===== src/rtl/itu656_pkg.sv =====
package itu656_pkg;

    localparam int BYTE_W  = 8;
    localparam int PRE_LEN = 4;           // bytes in a timing reference
    localparam int LOOK    = PRE_LEN;     // lookahead slots needed in 4:0:0

    localparam logic [BYTE_W-1:0] FILL_CHROMA = 8'h80;
    localparam logic [BYTE_W-1:0] FILL_LUMA   = 8'h10;

    typedef struct packed {
        logic              valid;
        logic              hblank;
        logic              vblank;
        logic              field;
        logic              frame;
        logic [BYTE_W-1:0] y;
        logic [BYTE_W-1:0] cb;
        logic [BYTE_W-1:0] cr;
    } slot_t;

    typedef struct packed {
        logic mono;
        logic cbcr_swap;
        logic luma_first;
        logic bit_rev;
    } cfg_t;

    // Keep reserved sync values out of active data.
    function automatic logic [BYTE_W-1:0] clip_data(input logic [BYTE_W-1:0] b);
        if (b == 8'h00)      return 8'h01;
        else if (b == 8'hFF) return 8'hFE;
        else                 return b;
    endfunction

    function automatic logic [BYTE_W-1:0] rev_byte(input logic [BYTE_W-1:0] b);
        logic [BYTE_W-1:0] r;
        for (int i = 0; i < BYTE_W; i++) r[i] = b[BYTE_W-1-i];
        return r;
    endfunction

    function automatic logic [BYTE_W-1:0] xy_word(input logic f, input logic v, input logic h);
        return {1'b1, f, v, h, v ^ h, f ^ h, f ^ v, f ^ v ^ h};
    endfunction

    function automatic logic [BYTE_W-1:0] preamble_byte(input logic [1:0] k,
                                                        input logic [BYTE_W-1:0] xy);
        case (k)
            2'd0:    return 8'hFF;
            2'd1:    return 8'h00;
            2'd2:    return 8'h00;
            default: return xy;
        endcase
    endfunction

endpackage


===== src/rtl/fmt_slot_delay.sv =====
module fmt_slot_delay
    import itu656_pkg::*;
#(
    parameter int DEPTH = LOOK
) (
    input  logic             clk,
    input  logic             rst_n,
    input  logic             shift,
    input  slot_t            slot_in,
    output slot_t            head,
    output logic [DEPTH-2:0] look_act
);

    slot_t stage_q [DEPTH];
    slot_t stage_d [DEPTH];

    for (genvar k = 0; k < DEPTH; k++) begin : g_stage
        always_comb begin
            stage_d[k] = stage_q[k];
            if (shift) begin
                if (k == 0) stage_d[k] = slot_in;
                else        stage_d[k] = stage_q[(k == 0) ? 0 : k-1];
            end
        end

        always_ff @(posedge clk or negedge rst_n) begin
            if (!rst_n) stage_q[k] <= '0;
            else        stage_q[k] <= stage_d[k];
        end
    end

    // look_act[0] is the slot directly behind the head.
    for (genvar j = 0; j < DEPTH-1; j++) begin : g_look
        assign look_act[j] = stage_q[DEPTH-2-j].valid && !stage_q[DEPTH-2-j].hblank;
    end

    assign head = stage_q[DEPTH-1];

endmodule


===== src/rtl/fmt_slot_encoder.sv =====
module fmt_slot_encoder
    import itu656_pkg::*;
#(
    parameter int CNT_W = $clog2(LOOK) + 1
) (
    input  logic              mono,
    input  logic              cbcr_swap,
    input  logic              luma_first,
    input  logic              hblank,
    input  logic              vblank,
    input  logic              field,
    input  logic [BYTE_W-1:0] y,
    input  logic [BYTE_W-1:0] cb,
    input  logic [BYTE_W-1:0] cr,
    input  logic [CNT_W-1:0]  blank_cnt,
    input  logic              parity,
    input  logic [LOOK-1:0]   ahead_act,
    output logic [BYTE_W-1:0] byte0,
    output logic [BYTE_W-1:0] byte1,
    output logic              code0,
    output logic              code1,
    output logic              two_bytes
);

    localparam logic [CNT_W-1:0] EAV_MONO = CNT_W'(PRE_LEN);
    localparam logic [CNT_W-1:0] EAV_DUAL = CNT_W'(PRE_LEN / 2);

    logic [BYTE_W-1:0] xy_eav, xy_sav, chroma, luma;

    always_comb begin
        xy_eav = xy_word(field, vblank, 1'b1);
        xy_sav = xy_word(field, vblank, 1'b0);
        chroma = vblank ? FILL_CHROMA : clip_data((parity ^ cbcr_swap) ? cr : cb);
        luma   = vblank ? FILL_LUMA   : clip_data(y);
    end

    always_comb begin
        byte0     = FILL_LUMA;
        byte1     = FILL_LUMA;
        code0     = 1'b0;
        code1     = 1'b0;
        two_bytes = !mono;
        if (mono) begin
            if (hblank) begin
                if (blank_cnt < EAV_MONO) begin
                    byte0 = preamble_byte(blank_cnt[1:0], xy_eav);
                    code0 = 1'b1;
                end else begin
                    byte0 = FILL_LUMA;
                    for (int i = LOOK-1; i >= 0; i--) begin
                        if (ahead_act[i]) begin
                            byte0 = preamble_byte(2'(PRE_LEN-1-i), xy_sav);
                            code0 = 1'b1;
                        end
                    end
                end
            end else begin
                byte0 = luma;
            end
        end else begin
            if (hblank) begin
                if (blank_cnt < EAV_DUAL) begin
                    byte0 = preamble_byte({blank_cnt[0], 1'b0}, xy_eav);
                    byte1 = preamble_byte({blank_cnt[0], 1'b1}, xy_eav);
                    code0 = 1'b1;
                    code1 = 1'b1;
                end else begin
                    byte0 = FILL_CHROMA;
                    byte1 = FILL_LUMA;
                    for (int i = 1; i >= 0; i--) begin
                        if (ahead_act[i]) begin
                            byte0 = preamble_byte({i == 0, 1'b0}, xy_sav);
                            byte1 = preamble_byte({i == 0, 1'b1}, xy_sav);
                            code0 = 1'b1;
                            code1 = 1'b1;
                        end
                    end
                end
            end else if (luma_first) begin
                byte0 = luma;
                byte1 = chroma;
            end else begin
                byte0 = chroma;
                byte1 = luma;
            end
        end
    end

endmodule


===== src/rtl/fmt_byte_serializer.sv =====
module fmt_byte_serializer
    import itu656_pkg::*;
(
    input  logic              clk,
    input  logic              rst_n,
    input  logic              take,
    input  logic              two_bytes,
    input  logic              bit_rev,
    input  logic [BYTE_W-1:0] byte0,
    input  logic [BYTE_W-1:0] byte1,
    output logic [BYTE_W-1:0] vid_byte,
    output logic              vid_en
);

    typedef struct packed {
        logic [BYTE_W-1:0] out_byte;
        logic              out_en;
        logic [BYTE_W-1:0] pend;
        logic              pend_v;
    } ser_t;

    ser_t ser_d, ser_q;

    always_comb begin
        ser_d        = ser_q;
        ser_d.out_en = 1'b0;
        if (take) begin
            ser_d.out_byte = bit_rev ? rev_byte(byte0) : byte0;
            ser_d.out_en   = 1'b1;
            ser_d.pend     = bit_rev ? rev_byte(byte1) : byte1;
            ser_d.pend_v   = two_bytes;
        end else if (ser_q.pend_v) begin
            ser_d.out_byte = ser_q.pend;
            ser_d.out_en   = 1'b1;
            ser_d.pend_v   = 1'b0;
        end
    end

    always_ff @(posedge clk or negedge rst_n) begin
        if (!rst_n) ser_q <= '0;
        else        ser_q <= ser_d;
    end

    assign vid_byte = ser_q.out_byte;
    assign vid_en   = ser_q.out_en;

endmodule


===== src/rtl/vid656_formatter.sv =====
module vid656_formatter
    import itu656_pkg::*;
#(
    parameter int DEPTH = LOOK,
    parameter int CNT_W = $clog2(DEPTH) + 1
) (
    input  logic              clk,
    input  logic              rst_n,
    input  logic              pix_stb,
    input  logic              pix_hblank,
    input  logic              pix_vblank,
    input  logic              pix_field,
    input  logic              pix_frame,
    input  logic [BYTE_W-1:0] pix_y,
    input  logic [BYTE_W-1:0] pix_cb,
    input  logic [BYTE_W-1:0] pix_cr,
    input  logic              cfg_mono,
    input  logic              cfg_cbcr_swap,
    input  logic              cfg_luma_first,
    input  logic              cfg_bit_rev,
    output logic [BYTE_W-1:0] vid_byte,
    output logic              vid_en
);

    localparam logic [CNT_W-1:0] CNT_MAX = '1;

    typedef struct packed {
        cfg_t             cfg;
        logic [CNT_W-1:0] blank_cnt;
        logic             parity;
    } seq_t;

    seq_t  seq_d, seq_q;
    slot_t slot_in, head;
    cfg_t  cfg_in, cfg_eff;

    logic [DEPTH-2:0]  look_act;
    logic [DEPTH-1:0]  ahead_act;
    logic              take;
    logic [BYTE_W-1:0] enc_b0, enc_b1;
    logic              enc_code0, enc_code1, enc_two;
    logic              cfg_mono_q, cfg_rev_q;

    always_comb begin
        slot_in.valid  = pix_stb;
        slot_in.hblank = pix_hblank;
        slot_in.vblank = pix_vblank;
        slot_in.field  = pix_field;
        slot_in.frame  = pix_frame;
        slot_in.y      = pix_y;
        slot_in.cb     = pix_cb;
        slot_in.cr     = pix_cr;
        cfg_in.mono       = cfg_mono;
        cfg_in.cbcr_swap  = cfg_cbcr_swap;
        cfg_in.luma_first = cfg_luma_first;
        cfg_in.bit_rev    = cfg_bit_rev;
    end

    fmt_slot_delay #(.DEPTH(DEPTH)) u_delay (
        .clk      (clk),
        .rst_n    (rst_n),
        .shift    (pix_stb),
        .slot_in  (slot_in),
        .head     (head),
        .look_act (look_act)
    );

    assign ahead_act = {pix_stb && !pix_hblank, look_act};
    assign take      = pix_stb && head.valid;
    assign cfg_eff   = head.frame ? cfg_in : seq_q.cfg;

    fmt_slot_encoder #(.CNT_W(CNT_W)) u_enc (
        .mono       (cfg_eff.mono),
        .cbcr_swap  (cfg_eff.cbcr_swap),
        .luma_first (cfg_eff.luma_first),
        .hblank     (head.hblank),
        .vblank     (head.vblank),
        .field      (head.field),
        .y          (head.y),
        .cb         (head.cb),
        .cr         (head.cr),
        .blank_cnt  (seq_q.blank_cnt),
        .parity     (seq_q.parity),
        .ahead_act  (ahead_act),
        .byte0      (enc_b0),
        .byte1      (enc_b1),
        .code0      (enc_code0),
        .code1      (enc_code1),
        .two_bytes  (enc_two)
    );

    always_comb begin
        seq_d = seq_q;
        if (take) begin
            seq_d.cfg = cfg_eff;
            if (head.hblank) begin
                seq_d.parity = 1'b0;
                if (seq_q.blank_cnt != CNT_MAX) seq_d.blank_cnt = seq_q.blank_cnt + 1'b1;
            end else begin
                seq_d.parity    = ~seq_q.parity;
                seq_d.blank_cnt = '0;
            end
        end
    end

    always_ff @(posedge clk or negedge rst_n) begin
        if (!rst_n) seq_q <= '0;
        else        seq_q <= seq_d;
    end

    fmt_byte_serializer u_ser (
        .clk       (clk),
        .rst_n     (rst_n),
        .take      (take),
        .two_bytes (enc_two),
        .bit_rev   (cfg_eff.bit_rev),
        .byte0     (enc_b0),
        .byte1     (enc_b1),
        .vid_byte  (vid_byte),
        .vid_en    (vid_en)
    );

    assign cfg_mono_q = seq_q.cfg.mono;
    assign cfg_rev_q  = seq_q.cfg.bit_rev;

endmodule


===== config.mk =====
export PLATFORM = sky130hd
export DESIGN_NAME = vid656_formatter
export DESIGN_NICKNAME = d
export VERILOG_FILES = /design/src/rtl/itu656_pkg.sv /design/src/rtl/fmt_slot_delay.sv /design/src/rtl/fmt_slot_encoder.sv /design/src/rtl/fmt_byte_serializer.sv /design/src/rtl/vid656_formatter.sv
export SDC_FILE = /design/constraint.sdc
export NUM_CORES = 1
export LEC_CHECK = 0
export ABC_CLOCK_PERIOD_IN_PS = 2300
export BUFFER_PORTS_ARGS = -buffer_cell sky130_fd_sc_hd__buf_4
export CAP_MARGIN = 20
export CORE_UTILIZATION = 30
export CTS_BUF_LIST = sky130_fd_sc_hd__clkbuf_16
export CTS_CLUSTER_DIAMETER = 60
export DETAILED_ROUTE_END_ITERATION = 6
export GPL_TIMING_DRIVEN = 0
export SLEW_MARGIN = 20
export SYNTH_ARGS = -nofsm -noshare
export SYNTH_HDL_FRONTEND = slang
export SYNTH_SLANG_ARGS = --single-unit

===== constraint.sdc =====
create_clock -name clk -period 2.3 [get_ports clk]
set_input_delay 0.23 -clock clk [delete_from_list [all_inputs] [get_ports clk]]
set_output_delay 0.23 -clock clk [all_outputs]
set_load 0.005 [all_outputs]

==> results of run 1 <==
==> path summary, 6_finish.rpt <==
check	end	slack, ps	depth (start not counted)
worst max register to register	u_ser.ser_q[1]	120	8
max in group asynchronous	u_delay.stage_q[72]	1230	3
worst max-delay path	u_ser.ser_q[1]	120	8
min in group asynchronous	u_delay.head[24]	280	2
worst min register to register	u_delay.head[3]	500	2
worst min-delay path	u_delay.stage_q[110]	40	2
==> cell families after synthesis <==
kind of cell | after synthesis | synth area share, %
xor+xnor | 3 | 0.682
compound gates | 103 | 11.1
mux | 131 | 22.3
simple gates | 117 | 8.50
fa+ha+maj | 3 | 0.568
flops | 142 | 53.8
buf+inv | 43 | 3.07
==> routing by layer <==
| layer | global-route usage, % | up-vias |
|---|---|---|
| met5 | 0 | - |
| met4 | 4.55 | 0 |
| met3 | 3.70 | 20 |
| met2 | 25.3 | 81 |
| met1 | 20.3 | 2331 |
| li1 | - | 2126 |
==> power by group through the flow <==
stage	logic, mW	clock network, mW	registers (mW)
after floorplan	1.64	0	3.27
after global placement	2.31	0	3.39
after detailed placement	2.35	0	3.42
after CTS	2.41	2.69	3.38
after global routing	2.70	2.79	3.45
final	2.48	2.61	3.38
==> repair_timing <==
action	4_1_cts	5_1_grt
setup buffers	2	1
endpoints found under the setup margin	9	11
hold endpoints to repair	43	0
pin swaps	1	1
hold buffers	1	0
resized for setup	7	10
==> sequential cells by signal, indices dropped and copies added (netlist names) <==
| signal | flops |
|---|---|
| u_delay.stage_q | 87 |
| cfg_mono_q | 1 |
| u_delay.head | 29 |
| u_ser.ser_q | 9 |
| u_ser.vid_en | 1 |
| cfg_rev_q | 1 |
| u_ser.vid_byte | 8 |
| seq_q | 6 |
==> placed cells by master, fill, tap and decap left out, types with 3 or more instances in the layout <==
master      Yosys  routed
a211oi_1        8       7
a21o_1          3       3
a21oi_1         7       7
a221oi_1        7       7
a22o_1          3       3
a31oi_1         4       4
buf_2           3       3
buf_4           8      51
clkbuf_1       22      19
clkbuf_16       0      17
clkbuf_2        0       4
clkinv_4        0       4
clkinvlp_4      0       3
dfrtp_1       142     142
ha_1            3       3
inv_1           7       7
mux2_2        116     116
mux2i_1        13      10
nand2_1        41      40
nand2b_1        5       5
nand3_1         6       6
nand4_1         4       4
nor2_1         24      22
nor2b_1        10      10
nor3_1         10      10
nor3b_1         3       3
nor4_1          4       3
o211ai_1        6       6
o21a_1          3       3
o21ai_0        30      30
o221ai_1        8       8
o22ai_1         5       5
o311ai_0        3       3
==> cells in the mapped netlist, types with 2 or more instances <==
master and instances:
a21oi_1 7, o21ai_0 30, a211oi_1 8, a31o_2 2, a22o_1 3, nor3_1 10, dfrtp_1 142, nand3_1 6
ha_1 3, o211ai_1 6, nand2b_1 5, buf_1 2, nor3b_1 3, a21o_1 3, a221oi_1 7, o21a_1 3
a2bb2oi_1 2, o221ai_1 8, o221a_2 2, and2_1 2, buf_4 8, mux2i_1 13, buf_2 3, nand4_1 4
mux2_2 116, nor4_1 4, clkbuf_1 22, o22ai_1 5, inv_1 7, o311ai_0 3, a31oi_1 4, or2_2 2
nor2b_1 10, nor2_1 24, nand2_1 41
==> final cells by class <==
class,instances,area (um^2),share of cell area (%)
plain buffers,36,181,2.27
clock inverters,14,138,1.72
clock buffers,17,425,5.33
repair buffers,47,395,4.95
flip-flops and latches,142,3550,44.5
inverters,7,26.3,0.329
well taps,275,344,4.31
multi-input cells,357,2920,36.5
==> worst max-delay path, stage by stage, from the launching register on <==
cell and delay [ps]:
dfrtp_1 340, buf_6 180, mux2i_4 300, xnor2_4 150, buf_12 160, mux2_4 320
o21ai_0 310, o21ai_0 140, a21o_1 160
==> run metrics, run 1 <==
Yosys warnings 0; number of global-route vias before repair 4,826; Die Area 22,600 um^2; DRC errors left 0; CTS tree done; Final Hold Slack 35.4 ps; Post-Synthesis Cells 542; Placement Setup Slack -295 ps; WL met2 7.82 mm; setup_tns 0 ps; PnR worst setup slack 119 ps; # diodes 0; worst-margin pin slew 706 ps; Final Critical Period 2180 ps; WS Path Type reg -> reg; crit share post-route 94.8%; CTS Buf Count 17; CP required 2610 ps; GRT overflow 0; Fmax achieved 458 MHz; R2R Path Start u_delay.head[24]; Yosys top cell area share 53.8%; switch share 32.7%; largest cells by area after synthesis dfrtp_1, mux2_2, nand2_1; met3 WL post-DR 580 um; drt first pass iters 4; Die Ht 150 um; Final Max Slew Viols 0; initial core utilization 31.0%; Sw Pwr 2.77 mW; Max Buffers Root-to-Sink 2; Row Count 53; post-layout util 37.5%; layout cells sized above 1 37.1%; Metal-1 WL 7.38 mm; ys flop type dfrtp_1; Comb pwr share 29.2%; Layout Skew 10.8 ps; Clock Power Share 30.9%; nets 646; Leak 3.28 nW; routed length per instance 17.9 um; Syn Nets 580; Reg clk slew, reported paths 60 ps; ANT nets after route 0; area of the core 21,300 um^2; Power Internal 5.69 mW; post-route cell area 7980 um^2; share of synthesized registers carrying an async set or reset 100%; Critical Path Source Type flop; Critical Path End Type flop; via/cell ratio 5.09; via count 4,558; root buf cell clkbuf_16; Hold Path Class in -> reg; FF+latch count, synth 142; start point of the worst hold path pix_y[7]; CP arrival 2490 ps; Routability Congestion 0.819; DP Wirelength 11.7 mm; GRT Util Overall 15.5%; PortBufs 42; RSZ-0062 raised after global routing no; average cell area after synthesis 12.2 um^2; CTS Sinks 142; leading area contributor after synthesis dfrtp_1; Die X 150 um; WL final 16.0 mm; Pwr per Cell Area 1060 nW/um^2; Critical path origin u_delay.head[24]; Max Cap Viol 0; sequential power share 39.9%; Overall Power 8.46 mW; initial DRC count 250; post-synth cell types 57; # IOs 44; peak supply drop 484 uV; Post-synth EDFFs 0; Fin. Hold Viols 0; post-synthesis sequential area ratio 53.8%; setup violators final 0; area grow syn2layout 20.8%; Post-Place Cells 860; status finished clean; top layer in use met4; Mapped Area 6610 um^2; first-pass GRT wire length 26.3 mm; Worst slew margin 51.6%; H-tree levels 4; post-layout instance count excluding filler cells 895; Worst-Skew Late Latency 420 ps; largest net degree at the start of global routing 100; initial antenna violation count 0; crit path max fanout 9; Filler Cells Inserted 2,054; dpl cell area 7300 um^2
Power figures use the tool's default switching activity.
==> inputs of run 2 (changes only) <==
- ABC_AREA: default -> 1
==> run 2 against run 1 <==
  * Sequential cell count unchanged
  * Sequential share of layout area down 0.077 points
  * First-iteration DRC count rose by 73%
  * Clock power grew 5%
  * Synthesized cell count increased by 48%
  * Final cell count rose by 30%
  * Critical path depth up 1
  * Cell area increased by 0.17%
==> run metrics, run 2 <==
Critical Path End Type flop (unchanged); largest register by flop count u_delay.stage_q (unchanged); DRC errors left 0 (unchanged); nets 914 (was 646); leading area contributor after synthesis dfrtp_1 (unchanged); # diodes 0 (unchanged); CP arrival 2440 ps (was 2490 ps); area of the core 21,300 um^2 (unchanged); commonest cells after routing, fill and taps aside nand2_1, o21ai_0, dfrtp_1 (was dfrtp_1, mux2_2, buf_4); initial antenna violation count 0 (unchanged); first-pass GRT wire length 27.1 mm (was 26.3 mm); post-layout util 37.6% (was 37.5%); largest cells by area after synthesis dfrtp_1, nand2_1, o21ai_0 (was dfrtp_1, mux2_2, nand2_1); Syn Nets 841 (was 580); Max Buffers Root-to-Sink 2 (unchanged); Worst-Skew Late Latency 430 ps (was 420 ps); Row Count 53 (unchanged); max reg flops 87 (unchanged); initial core utilization 31.0% (about the same); Post-synth EDFFs 0 (unchanged); max incr delay on CP 410 ps (was 340 ps); post-synthesis sequential area ratio 53.8% (about the same); routed length per instance 14.0 um (was 17.9 um); Die X 150 um (about the same); CTS tree done (unchanged); commonest non-fill, non-tap cell in the layout nand2_1 (was dfrtp_1); DP Wirelength 11.6 mm (was 11.7 mm); peak supply drop 544 uV (was 484 uV); Routability Congestion 0.902 (was 0.819); Worst slew margin 60.9% (was 51.6%); initial DRC count 432 (was 250); WL final 16.2 mm (was 16.0 mm); Filler Cells Inserted 2,185 (was 2,054); worst-margin pin slew 586 ps (was 706 ps); Yosys warnings 0 (unchanged); ys flop type dfrtp_1 (unchanged); Layout Skew 13.6 ps (was 10.8 ps); Die Ht 150 um (about the same); count leader, synth nand2_1 (was dfrtp_1); PortBufs 43 (was 42); post-synth cell types 35 (was 57); Max Cap Viol 0 (unchanged); Fmax achieved 474 MHz (was 458 MHz); via/cell ratio 4.70 (was 5.09); layout cells sized above 1 11.9% (was 37.1%); CTS Buf Count 17 (unchanged); Yosys top cell area share 53.8% (about the same); number of global-route vias before repair 5,218 (was 4,826); CTS Sinks 142 (unchanged); Die Area 22,600 um^2 (about the same); Register Area 3550 um^2 (unchanged); via count 5,461 (was 4,558); root buf cell clkbuf_16 (unchanged); Mapped Area 6600 um^2 (was 6610 um^2); Post-Synthesis Cells 803 (was 542); ANT nets after route 0 (unchanged); RSZ-0062 raised after global routing no (unchanged); Pwr per Cell Area 985 nW/um^2 (was 1060 nW/um^2); Cell Chain, Critical Path nor2_1 > inv_1 > nor2_1 > o21ai_0 > nand2_1 > o31ai_4 > a22oi_1 > nand2_1 > o2111ai_1 (was buf_6 > mux2i_4 > xnor2_4 > buf_12 > mux2_4 > o21ai_0 > o21ai_0 > a21o_1); Hold Path Class in -> reg (unchanged); CP required 2630 ps (was 2610 ps); Final Max Slew Viols 0 (unchanged); WS Path Type reg -> reg (unchanged); WP buf/inv 1 (was 2); crit path max fanout 7 (was 9); H-tree levels 4 (unchanged); drt first pass iters 5 (was 4); setup violators final 0 (unchanged); crit share post-route 91.8% (was 94.8%); largest net degree at the start of global routing 86 (was 100); Leak 3.82 nW (was 3.28 nW); Fin. Hold Viols 0 (unchanged); average cell area after synthesis 8.22 um^2 (was 12.2 um^2); FF+latch count, synth 142 (unchanged); status finished clean (unchanged); Final Critical Period 2110 ps (was 2180 ps); share of synthesized registers carrying an async set or reset 100% (unchanged); setup_tns 0 ps (unchanged); # IOs 44 (unchanged); GRT Util Overall 15.7% (was 15.5%); Critical Path Source Type flop (unchanged); commonest cells in the netlist nand2_1, dfrtp_1, o21ai_0 (was dfrtp_1, mux2_2, nand2_1); Reg clk slew, reported paths 70 ps (was 60 ps); slowest CP cell dfrtp_1 (unchanged); GRT overflow 0 (unchanged); area grow syn2layout 21.0% (was 20.8%); Crit path max-delay family simple AND/OR/NAND/NOR gates (was multiplexers); multi-input gate area in the final layout 2450 um^2 (was 2920 um^2); r2r setup slk 190 ps (was 120 ps)
==> run 2: cell types whose count changed in the layout (fill, tap and decap cells not counted), moves of 10 or more <==
cell	before	now
clkbuf_1	19	30
inv_1	7	84
mux2_2	116	0
nand2_1	40	237
nand3_1	6	53
nor2_1	22	32
nor2b_1	10	0
o21ai_0	30	142
==> run 2: per-layer routing <==
metal / up-vias / routed length (um) / track usage, % / share of wire (%)
li1: 2743 / - / - / -
met1: 2573 / 8010 / 22.5 / 49
met2: 132 / 7320 / 24.1 / 45
met3: 13 / 769 / 3.30 / 4.7
met4: 0 / 138 / 3.64 / 0.85
met5: - / 0 / 0 / 0
==> run 2: final timing paths <==
path / startpoint / to / cells after the start
worst max register to register: seq_q[3] / u_ser.vid_byte[4] / 9
max in group asynchronous: rst_n / u_ser.ser_q[2] / 3
worst min register to register: u_delay.stage_q[103] / u_delay.stage_q[103] / 2
worst max-delay path: seq_q[3] / u_ser.vid_byte[4] / 9
min in group asynchronous: rst_n / u_delay.stage_q[90] / 2
worst min-delay path: pix_cb[6] / u_delay.stage_q[101] / 3
==> run 2: repair_timing <==
item | 4_1_cts | 5_1_grt
hold endpoints to repair | 66 | 0
hold buffers | 10 | 0
endpoints found under the setup margin | 0 | 1
gates resized for setup | 0 | 1
setup buffers | 0 | 0
==> run 2: kinds of logic (layout without fill, tap and decap cells) <==
group | after synthesis | in the layout | share of synthesized area [%]
buffers and inverters | 135 | 220 | 9.09
AND/OR/NAND/NOR | 343 | 343 | 21.7
XOR/XNOR | 1 | 1 | 0.133
flip-flops | 142 | 142 | 53.8
multiplexers | 1 | 1 | 0.152
AO/OA/AOI/OAI | 178 | 178 | 14.5
adder cells (fa/ha/maj) | 3 | 3 | 0.568
==> run 2: through the flow <==
step / hold WS [ps] / area [um^2] / instances / setup WS, ps / total power [mW]
floorplan: -65.6 / 6600 / 803 / 702 / 4.49
global placement: 431 / 7270 / 1121 / 178 / 5.11
detailed placement: 189 / 7310 / 1122 / 169 / 5.15
CTS: 1.39 / 7990 / 1163 / 169 / 7.92
global route: 10.2 / 7990 / 1163 / 15.1 / 8.38
finish: 8.04 / 7990 / 1163 / 189 / 7.88
==> run 2: worst reg2reg max path, delay by kind of cell, from the launching register on <==
family	cells	cell delay, ps
simple gates	4	740
compound gates	4	730
flops	1	410
buf+inv	1	140
==> run 2: final cells by class <==
cell class,instances,share of cell area [%]
clock inverter,14,2.00
buffer,48,3.43
inverter,87,4.09
tap,275,4.30
timing repair buffer,54,5.73
multi-input combinational,526,30.7
sequential,142,44.5
clock buffer,17,5.32
==> run 2: power by group <==
part           total [mW]  internal (mW)  switching (mW)
registers            3.09           2.89           0.203
logic                2.04          0.785            1.25
clock network        2.75           1.61            1.13
total                7.88           5.29            2.59
